--- config.mk ---
export PLATFORM = sky130hd
export DESIGN_NAME = acc_alu
export DESIGN_NICKNAME = d
export VERILOG_FILES = /design/src/rtl/acc_alu_pkg.sv /design/src/rtl/alu_addsub.sv /design/src/rtl/alu_shift.sv /design/src/rtl/alu_logic.sv /design/src/rtl/acc_alu.sv
export SDC_FILE = /design/constraint.sdc
export NUM_CORES = 1
export LEC_CHECK = 0
export BUFFER_PORTS_ARGS = -buffer_cell sky130_fd_sc_hd__buf_2
export CAP_MARGIN = 20
export CORE_MARGIN = 3
export CORE_UTILIZATION = 38
export DETAILED_ROUTE_END_ITERATION = 16
export GPL_ROUTABILITY_DRIVEN = 0
export PLACE_DENSITY = 0.69
export SLEW_MARGIN = 30
export SYNTH_ARGS = -nofsm -noshare
export SYNTH_HDL_FRONTEND = slang
export SYNTH_SLANG_ARGS = --single-unit
--- constraint.sdc ---
create_clock -name vclk -period 5.5
set_input_delay 0.55 -clock vclk [all_inputs]
set_output_delay 0.55 -clock vclk [all_outputs]
set_load 0.01 [all_outputs]
--- src/rtl/acc_alu_pkg.sv ---
package acc_alu_pkg;
  typedef enum logic [4:0] {
    OP_ADC  = 5'd0,
    OP_SBC  = 5'd1,
    OP_CMPA = 5'd2,
    OP_CMPX = 5'd3,
    OP_BIT  = 5'd4,
    OP_AND  = 5'd5,
    OP_ORA  = 5'd6,
    OP_EOR  = 5'd7,
    OP_ASL  = 5'd8,
    OP_LSR  = 5'd9,
    OP_ROL  = 5'd10,
    OP_ROR  = 5'd11,
    OP_INC  = 5'd12,
    OP_DEC  = 5'd13,
    OP_MOV  = 5'd14,
    OP_MOVQ = 5'd15,
    OP_ANDC = 5'd16,
    OP_ANDR = 5'd17,
    OP_XSUB = 5'd18
  } alu_op_e;

  typedef enum logic [1:0] {
    DST_NONE = 2'd0,
    DST_ACC  = 2'd1,
    DST_IDX  = 2'd2,
    DST_MEM  = 2'd3
  } alu_dst_e;

  typedef enum logic [1:0] {
    LG_AND = 2'd0,
    LG_OR  = 2'd1,
    LG_XOR = 2'd2
  } lg_sel_e;
endpackage

--- src/rtl/alu_addsub.sv ---
module alu_addsub #(
  parameter int unsigned W = 8
) (
  input  logic [W-1:0] a_i,
  input  logic [W-1:0] b_i,
  input  logic         cin_i,
  input  logic         sub_i,
  output logic [W-1:0] sum_o,
  output logic         cout_o,
  output logic         ovf_o
);
  logic [W-1:0] b_eff;
  logic [W:0]   tot;

  // subtract = add of inverted operand; carry in acts as not-borrow
  assign b_eff  = sub_i ? ~b_i : b_i;
  assign tot    = {1'b0, a_i} + {1'b0, b_eff} + {{W{1'b0}}, cin_i};
  assign sum_o  = tot[W-1:0];
  assign cout_o = tot[W];
  assign ovf_o  = (a_i[W-1] == b_eff[W-1]) && (tot[W-1] != a_i[W-1]);
endmodule

--- src/rtl/alu_shift.sv ---
module alu_shift #(
  parameter int unsigned W = 8
) (
  input  logic [W-1:0] val_i,
  input  logic         cin_i,
  input  logic         left_i,
  input  logic         rot_i,
  output logic [W-1:0] res_o,
  output logic         cout_o
);
  logic fill;
  assign fill = rot_i & cin_i;

  always_comb begin
    if (left_i) begin
      res_o  = {val_i[W-2:0], fill};
      cout_o = val_i[W-1];
    end else begin
      res_o  = {fill, val_i[W-1:1]};
      cout_o = val_i[0];
    end
  end
endmodule

--- src/rtl/alu_logic.sv ---
module alu_logic
  import acc_alu_pkg::*;
#(
  parameter int unsigned W = 8
) (
  input  logic [W-1:0] a_i,
  input  logic [W-1:0] b_i,
  input  lg_sel_e      sel_i,
  output logic [W-1:0] res_o
);
  for (genvar i = 0; i < W; i++) begin : g_bit
    always_comb begin
      unique case (sel_i)
        LG_OR:   res_o[i] = a_i[i] | b_i[i];
        LG_XOR:  res_o[i] = a_i[i] ^ b_i[i];
        default: res_o[i] = a_i[i] & b_i[i];
      endcase
    end
  end
endmodule

--- src/rtl/acc_alu.sv ---
module acc_alu
  import acc_alu_pkg::*;
#(
  parameter int unsigned W = 8
) (
  input  logic [4:0]   op_i,
  input  logic [W-1:0] acc_i,
  input  logic [W-1:0] idx_i,
  input  logic [W-1:0] opnd_i,
  input  logic [1:0]   tgt_i,
  input  logic         flg_n_i,
  input  logic         flg_v_i,
  input  logic         flg_z_i,
  input  logic         flg_c_i,
  output logic [W-1:0] res_o,
  output logic         flg_n_o,
  output logic         flg_v_o,
  output logic         flg_z_o,
  output logic         flg_c_o,
  output logic [1:0]   dst_o,
  output logic         vld_o
);
  localparam logic [W-1:0] ONE = W'(1);

  alu_op_e op;
  assign op = alu_op_e'(op_i);

  logic [W-1:0] acc_and_idx, acc_and_opnd;
  assign acc_and_idx  = acc_i & idx_i;
  assign acc_and_opnd = acc_i & opnd_i;

  // adder operand steering
  logic [W-1:0] add_a, add_sum;
  logic         add_sub, add_cin, add_cout, add_ovf;
  always_comb begin
    unique case (op)
      OP_CMPX: add_a = idx_i;
      OP_XSUB: add_a = acc_and_idx;
      default: add_a = acc_i;
    endcase
    add_sub = (op != OP_ADC);
    add_cin = (op == OP_ADC || op == OP_SBC) ? flg_c_i : 1'b1;
  end

  alu_addsub #(.W(W)) u_add (
    .a_i(add_a), .b_i(opnd_i), .cin_i(add_cin), .sub_i(add_sub),
    .sum_o(add_sum), .cout_o(add_cout), .ovf_o(add_ovf)
  );

  // shifter steering
  logic [W-1:0] sh_val, sh_res;
  logic         sh_left, sh_rot, sh_cout;
  assign sh_val  = (op == OP_ANDR) ? acc_and_opnd : opnd_i;
  assign sh_left = (op == OP_ASL) || (op == OP_ROL);
  assign sh_rot  = (op == OP_ROL) || (op == OP_ROR);

  alu_shift #(.W(W)) u_sh (
    .val_i(sh_val), .cin_i(flg_c_i), .left_i(sh_left), .rot_i(sh_rot),
    .res_o(sh_res), .cout_o(sh_cout)
  );

  lg_sel_e      lg_sel;
  logic [W-1:0] lg_res;
  always_comb begin
    unique case (op)
      OP_ORA:  lg_sel = LG_OR;
      OP_EOR:  lg_sel = LG_XOR;
      default: lg_sel = LG_AND;
    endcase
  end

  alu_logic #(.W(W)) u_lg (
    .a_i(acc_i), .b_i(opnd_i), .sel_i(lg_sel), .res_o(lg_res)
  );

  logic upd_nz;
  logic [W-1:0] res;

  always_comb begin
    res     = '0;
    upd_nz  = 1'b1;
    flg_v_o = flg_v_i;
    flg_c_o = flg_c_i;
    dst_o   = DST_NONE;
    vld_o   = 1'b1;
    unique case (op)
      OP_ADC, OP_SBC: begin
        res = add_sum; flg_c_o = add_cout; flg_v_o = add_ovf; dst_o = DST_ACC;
      end
      OP_CMPA, OP_CMPX: begin
        res = add_sum; flg_c_o = add_cout;
      end
      OP_XSUB: begin
        res = add_sum; flg_c_o = add_cout; dst_o = DST_IDX;
      end
      OP_BIT: begin
        res = acc_and_opnd; flg_v_o = opnd_i[W-2]; upd_nz = 1'b0;
      end
      OP_AND, OP_ORA, OP_EOR: begin
        res = lg_res; dst_o = DST_ACC;
      end
      OP_ASL, OP_LSR, OP_ROL, OP_ROR: begin
        res = sh_res; flg_c_o = sh_cout; dst_o = tgt_i;
      end
      OP_ANDR: begin
        res = sh_res; flg_c_o = sh_cout; dst_o = DST_ACC;
      end
      OP_ANDC: begin
        res = acc_and_opnd; flg_c_o = acc_and_opnd[W-1]; dst_o = DST_ACC;
      end
      OP_INC: begin
        res = opnd_i + ONE; dst_o = tgt_i;
      end
      OP_DEC: begin
        res = opnd_i - ONE; dst_o = tgt_i;
      end
      OP_MOV: begin
        res = opnd_i; dst_o = tgt_i;
      end
      OP_MOVQ: begin
        res = idx_i; upd_nz = 1'b0;
      end
      default: begin
        upd_nz = 1'b0; vld_o = 1'b0;
      end
    endcase
  end

  assign res_o = res;

  // bit test takes N from the operand, Z from the masked value
  always_comb begin
    if (op == OP_BIT) begin
      flg_n_o = opnd_i[W-1];
      flg_z_o = ~|res;
    end else if (upd_nz) begin
      flg_n_o = res[W-1];
      flg_z_o = ~|res;
    end else begin
      flg_n_o = flg_n_i;
      flg_z_o = flg_z_i;
    end
  end
endmodule

Word-level counts from Yosys, hierarchy flattened
Index checks and enable logic that the tools add are counted.
Storage, ports and cells
  register bits: 0
  input port bits: 35
  output and inout bits: 15
  logic and storage cells: 96
Cells by class
  add/sub/neg operators: 4
  equal/unequal tests: 22
  muxes and demuxes: 25
  bitwise operators: 28
  reduce and logical (&&, ||, !) cells: 17
Operators by type and width (count)
  case mux 8 bit (8 select lines): 1
  == test 5 x 4 -> 1 bit (second input constant): 8
  two-way mux 8 bit: 3
  == test 5 x 3 -> 1 bit (second input constant): 4
  OR reduction 19 bit: 1
  case mux 1 bit (2 select lines): 9
  OR reduction 17 bit: 1
  bitwise AND 8 bit: 2
  case mux 8 bit (2 select lines): 1
  == test 5 bit (second input constant): 3
  OR reduction 7 bit: 2
  == test 5 x 2 -> 1 bit (second input constant): 2
  OR reduction 5 bit: 2
  adder 8 x 8 -> 9 bit: 1
  adder 9 x 1 -> 9 bit: 1
  bitwise AND 1 bit: 9
  adder 8 x 1 -> 8 bit (second input constant): 1
  two-way mux 1 bit: 8
  inverter 8 bit: 1
  bitwise OR 1 bit: 8
  OR reduction 8 bit: 1
  subtractor 8 x 1 -> 8 bit (second input constant): 1
  XOR 1 bit: 8
  case mux 2 bit (3 select lines): 1
  14 further kinds: 17

Longest topological paths before layout
  depth after elaboration: 9
  depth in mapped cells: 15
  gate-level depth less buffers: 13

Cells and area by module
From an unflattened synthesis, not the netlist that was laid out.
Unflattened totals
  cell total of the unflattened synthesis: 321
  area total of the unflattened synthesis: 2282.2 um2
Modules (own cells, without submodules)
  acc_alu: times used 1, cells each 179, area each 1208.7 um2, sequential area each 0.0 um2
  alu_logic: times used 1, cells each 70, area each 481.7 um2, sequential area each 0.0 um2
  alu_addsub: times used 1, cells each 58, area each 452.9 um2, sequential area each 0.0 um2
  alu_shift: times used 1, cells each 14, area each 138.9 um2, sequential area each 0.0 um2

Worst setup path before layout
Ideal clock, no wire load.
  kind: input to output
  start: in op_i[3]
  end: out flg_z_o
  arrival time: 4.319 ns
  required time: 4.950 ns
  setup slack: 0.631 ns
  stages on the path: 14
  path buffers: 2
  cells stage by stage: buf_2 or2_1 buf_2 or3_1 nor2_2 xnor2_1 fa_1 fa_1 nand2b_1 a31oi_1 nand3_1 or4_1 or3_1 o41ai_2
On the way
  cells in the longest elaborated chain, start to end: 9
  elaborated cells between the ends (all ways): 53
  classes of those cells: 2 x add/sub; 20 x eq/ne; 18 x mux; 1 x bitwise; 12 x reduce/logical
Ends and longest elaborated chain
  start: declaration: line acc_alu.sv:6  | input logic [4:0] op_i,
  == test 5 bit (tied with other cells): line acc_alu.sv:36, acc_alu.sv:86
  case mux 8 bit (2 select lines) (tied with other cells): line acc_alu.sv:36  | unique case (op)
  adder 8 x 8 -> 9 bit (tied with other cells): line alu_addsub.sv:17  | assign tot = {1'b0, a_i} + {1'b0, b_eff} + {{W{1'b0}}, cin_i};
  adder 9 x 1 -> 9 bit / case mux 1 bit (2 select lines) (equally long branches): line alu_addsub.sv:17, alu_logic.sv:13
  case mux 8 bit (8 select lines) (*): line acc_alu.sv:86  | unique case (op)
  via res_o[2]: line acc_alu.sv:15  | output logic [W-1:0] res_o,
  OR reduction 8 bit (*): line acc_alu.sv:135, acc_alu.sv:138
  logical NOT 1 bit (*): line acc_alu.sv:135, acc_alu.sv:138
  two-way mux 1 bit: line acc_alu.sv:136  | end else if (upd_nz) begin
  two-way mux 1 bit (*): line acc_alu.sv:133  | if (op == OP_BIT) begin
  end: declaration: line acc_alu.sv:18  | output logic flg_z_o,
The timed path passes the listed nets; every way through them passes the cells marked *.

Final worst setup path
  start: in op_i[3]
  end: out flg_z_o
On the way
  cells in the longest elaborated chain, start to end: 9
  elaborated cells between the ends (all ways): 53
  classes of those cells: 2 x add/sub; 20 x eq/ne; 18 x mux; 1 x bitwise; 12 x reduce/logical
Ends and longest elaborated chain (line)
  == test 5 bit (tied with other cells): acc_alu.sv:36, acc_alu.sv:86
  case mux 8 bit (2 select lines) (tied with other cells): acc_alu.sv:36
  adder 8 x 8 -> 9 bit (tied with other cells): alu_addsub.sv:17
  adder 9 x 1 -> 9 bit (tied with other cells): alu_addsub.sv:17
  case mux 8 bit (8 select lines): acc_alu.sv:86
  OR reduction 8 bit: acc_alu.sv:135, acc_alu.sv:138
  logical NOT 1 bit: acc_alu.sv:135, acc_alu.sv:138
  two-way mux 1 bit: acc_alu.sv:136
  two-way mux 1 bit (*): acc_alu.sv:133
Every way passes the cells marked *; elsewhere a longest branch is shown, timed or not.

==> summary.md <==
The horizontal die dimension is 80.44 um, and the final count of negative-setup-slack endpoints is 0. Cells with a size suffix above 1 make up 19.03% of the layout. The finished cells cover 2379 um2. The run gives 2304 as the via count of the first global-routing pass. The number of hold-repair buffers added at the cts stage was 0; the total net switching power was 116.3 uW. From bottom edge to top edge, the die measures 80.44 um.

The required time of the critical path came out at 4950 ps. The library cell used most frequently in the layout, excluding fill and tap cells, is buf_2. Detailed placement finished with a half-perimeter wire length of 5566 um. The final max-slew violation count was 0; the area of placed instances was 2372 um2. The pre-antenna-repair detailed-routing pass consisted of 5 iterations.

The proportion of total power due to net switching was 58.72%. Static timing analysis puts the maximum clock frequency at 206.2 MHz. The number of diodes was 0; the pin count of the biggest net entering global routing was 23. STA puts the critical path data arrival time at 4300 ps.

The number of max-cap violations was 0; the gate count of the mapped netlist was 293. The number of nets in the synthesized netlist is 363. The run gives 2106 um2 as the synthesized area.

The design has 0 sequential cells. The floorplan die area came out at 6471 um2. The final critical path time including I/O delays and setup is 4849 ps. In this run the worst path has a maximum fanout of 18. The number of fillers in the final layout was 576. The final core area utilization is 45.41%, and the slew of the pin with the lowest slew margin is 875.6 ps.

The first-pass GRT wire length came out at 11040 um. The longest individual stage delay on the worst path works out to 520 ps. The run gives 100.0% as the combinational fraction of design power. Standard cell with the maximum stage delay on the critical path: or4_1. The tools report the number of remaining DRC errors as 0. Type of origin of the critical path: an input pin.

The worst slew margin relative to its limit was 40.83%. The global-route usage over all layers was 21.15%; the post-CTS setup buffer count was 0. Across the whole layout, storage elements account for 0 um2. The hold violation total from the final report is 0, and the internal power summed over all cells is 81.73 uW.

Average size of a mapped cell: 7.187 um2. The worst setup path is of the in2out kind. Power density of the placed cells: 83.25 nW/um2. The tools report the count of distinct cell types in the synthesized netlist as 58. In the layout the commonest cells are buf_2 (50), inv_1 (32), ha_1 (32). In this run the remaining antenna-violating nets after routing total 0. For this design the static power due to leakage is 0.001104 uW.

For the final routed database, the setup TNS stands at 0 ps. For the number of antenna violations at the first check in global routing, the log shows 0. Summing over every cut layer, the via total after detailed routing is 2457. The total number of yosys warnings is 0, and the average via count per standard cell is 6.127. Compared with the post-synthesis result, the final layout area differs by 12.95%.

Sequential cells were found to cover 0% of the synthesized design area. The capturing element type of the critical path was an output port. Of the total power, the clock network draws 0%. After layout, the worst path uses 88.17% of the clock period.

The min-delay analysis places its worst path in the category in2out. Once the clock tree was built, the resizer swapped 0 gates to a different size. The count of standard-cell rows is 26. The final layout contains routed wiring with a total length of 7053 um.

After floorplanning, the core was sized to cover 5238 um2. The flow ran to the end, and the final reports show no timing, DRC or antenna violations. After layout, the clock buffer instance count stands at 0.

The initial utilization of the core area, before any placement, comes to 40.21%. The count of input and output buffers came out at 50. The worst-case IR drop observed on VDD is 37.10 uV.

For this design the top-level I/O count stands at 50. Setup repair after global routing left no endpoint under its margin. The proportion of power drawn by flip-flops and latches was 0%. The critical path goes through buf_2 -> or2_1 -> or3_1 -> nor2_2 -> xnor2_1 -> fa_1 -> fa_1 -> nand2b_1 -> a31oi_1 -> nand3_1 -> or4_1 -> or3_1 -> o41ai_2 -> buf_2.

Power comes to 198.0 uW. Dividing the detail-routed wire length by the instance count gives 17.59 um. Overall overflow remaining after global route: 0. After the last flow step, the layout net total stands at 403. After the first detailed-routing iteration, the DRC count stood at 341.
final timing paths:
| kind | from | cells after the start | endpoint |
|---|---|---|---|
| max | op_i[3] | 14 | flg_z_o |
| min | flg_z_i | 4 | flg_z_o |
cells in the mapped netlist, types with 4 or more instances:
master	count	area, um2
ha_1	32	400.4
inv_1	32	120.1
nor2_1	20	75.07
o21ai_0	18	90.09
nand2_1	14	52.55
a21oi_1	11	55.05
a22oi_1	11	82.58
nand3_1	10	50.05
nor3_1	9	45.04
xnor2_1	9	78.83
xor2_1	8	70.07
nand2b_1	7	43.79
o22a_1	7	61.31
a221oi_1	6	52.55
a222oi_1	6	60.06
a211oi_1	5	37.54
clkbuf_1	5	18.77
nor2b_1	5	31.28
o211ai_1	5	37.54
a2bb2oi_1	4	35.03
buf_6	4	45.04
layout make-up:
cell class | instances | area (um2) | share of cell area [%]
tap | 70 | 87.58 | 3.682
multi-input combinational | 246 | 1898 | 79.80
inverter | 32 | 120.1 | 5.050
timing repair buffer | 53 | 272.8 | 11.47
per-stage QoR:
stage	std cells	setup WS, ps	hold slack [ps]
final	401	650.8	1378
after global routing	401	458.9	1417
after CTS	401	675.2	1384
after detailed placement	401	698.3	1383
after global placement	401	770.2	1381
after floorplan	293	630.8	1203
metal layers:
layer | global-route usage, % | vias up | routed length (um)
met1 | 29.24 | 1094 | 2998
li1 | - | 1182 | -
met5 | 0 | - | 0
met4 | 7.432 | 0 | 190
met3 | 2.578 | 25 | 786
met2 | 33.44 | 156 | 3078
power groups by stage:
| stage | sequential [uW] | clock (uW) | combinational, uW |
|---|---|---|---|
| 2_1_floorplan | 0 | 0 | 132 |
| 3_3_place_gp | 0 | 0 | 191 |
| 3_5_place_dp | 0 | 0 | 193 |
| 4_1_cts | 0 | 0 | 195 |
| 5_1_grt | 0 | 0 | 217 |
| 6_report | 0 | 0 | 198 |
critical path, delay by kind of cell:
family                     cells  cell delay (ps)
AOI/OAI and AO/OA              2              380
and+or+nand+nor                7             2060
xor gates and xnor gates       1              100
buffers and inverters          2              360
adders and majority gates      2              830
cell families after synthesis:
group | Yosys count | share of synthesized area [%]
mux | 1 | 0.4754
compound gates | 103 | 36.90
simple gates | 89 | 22.76
xor+xnor | 18 | 7.844
buf+inv | 47 | 10.16
fa+ha+maj | 35 | 21.87
No activity file was read; power rests on OpenSTA's default activity.
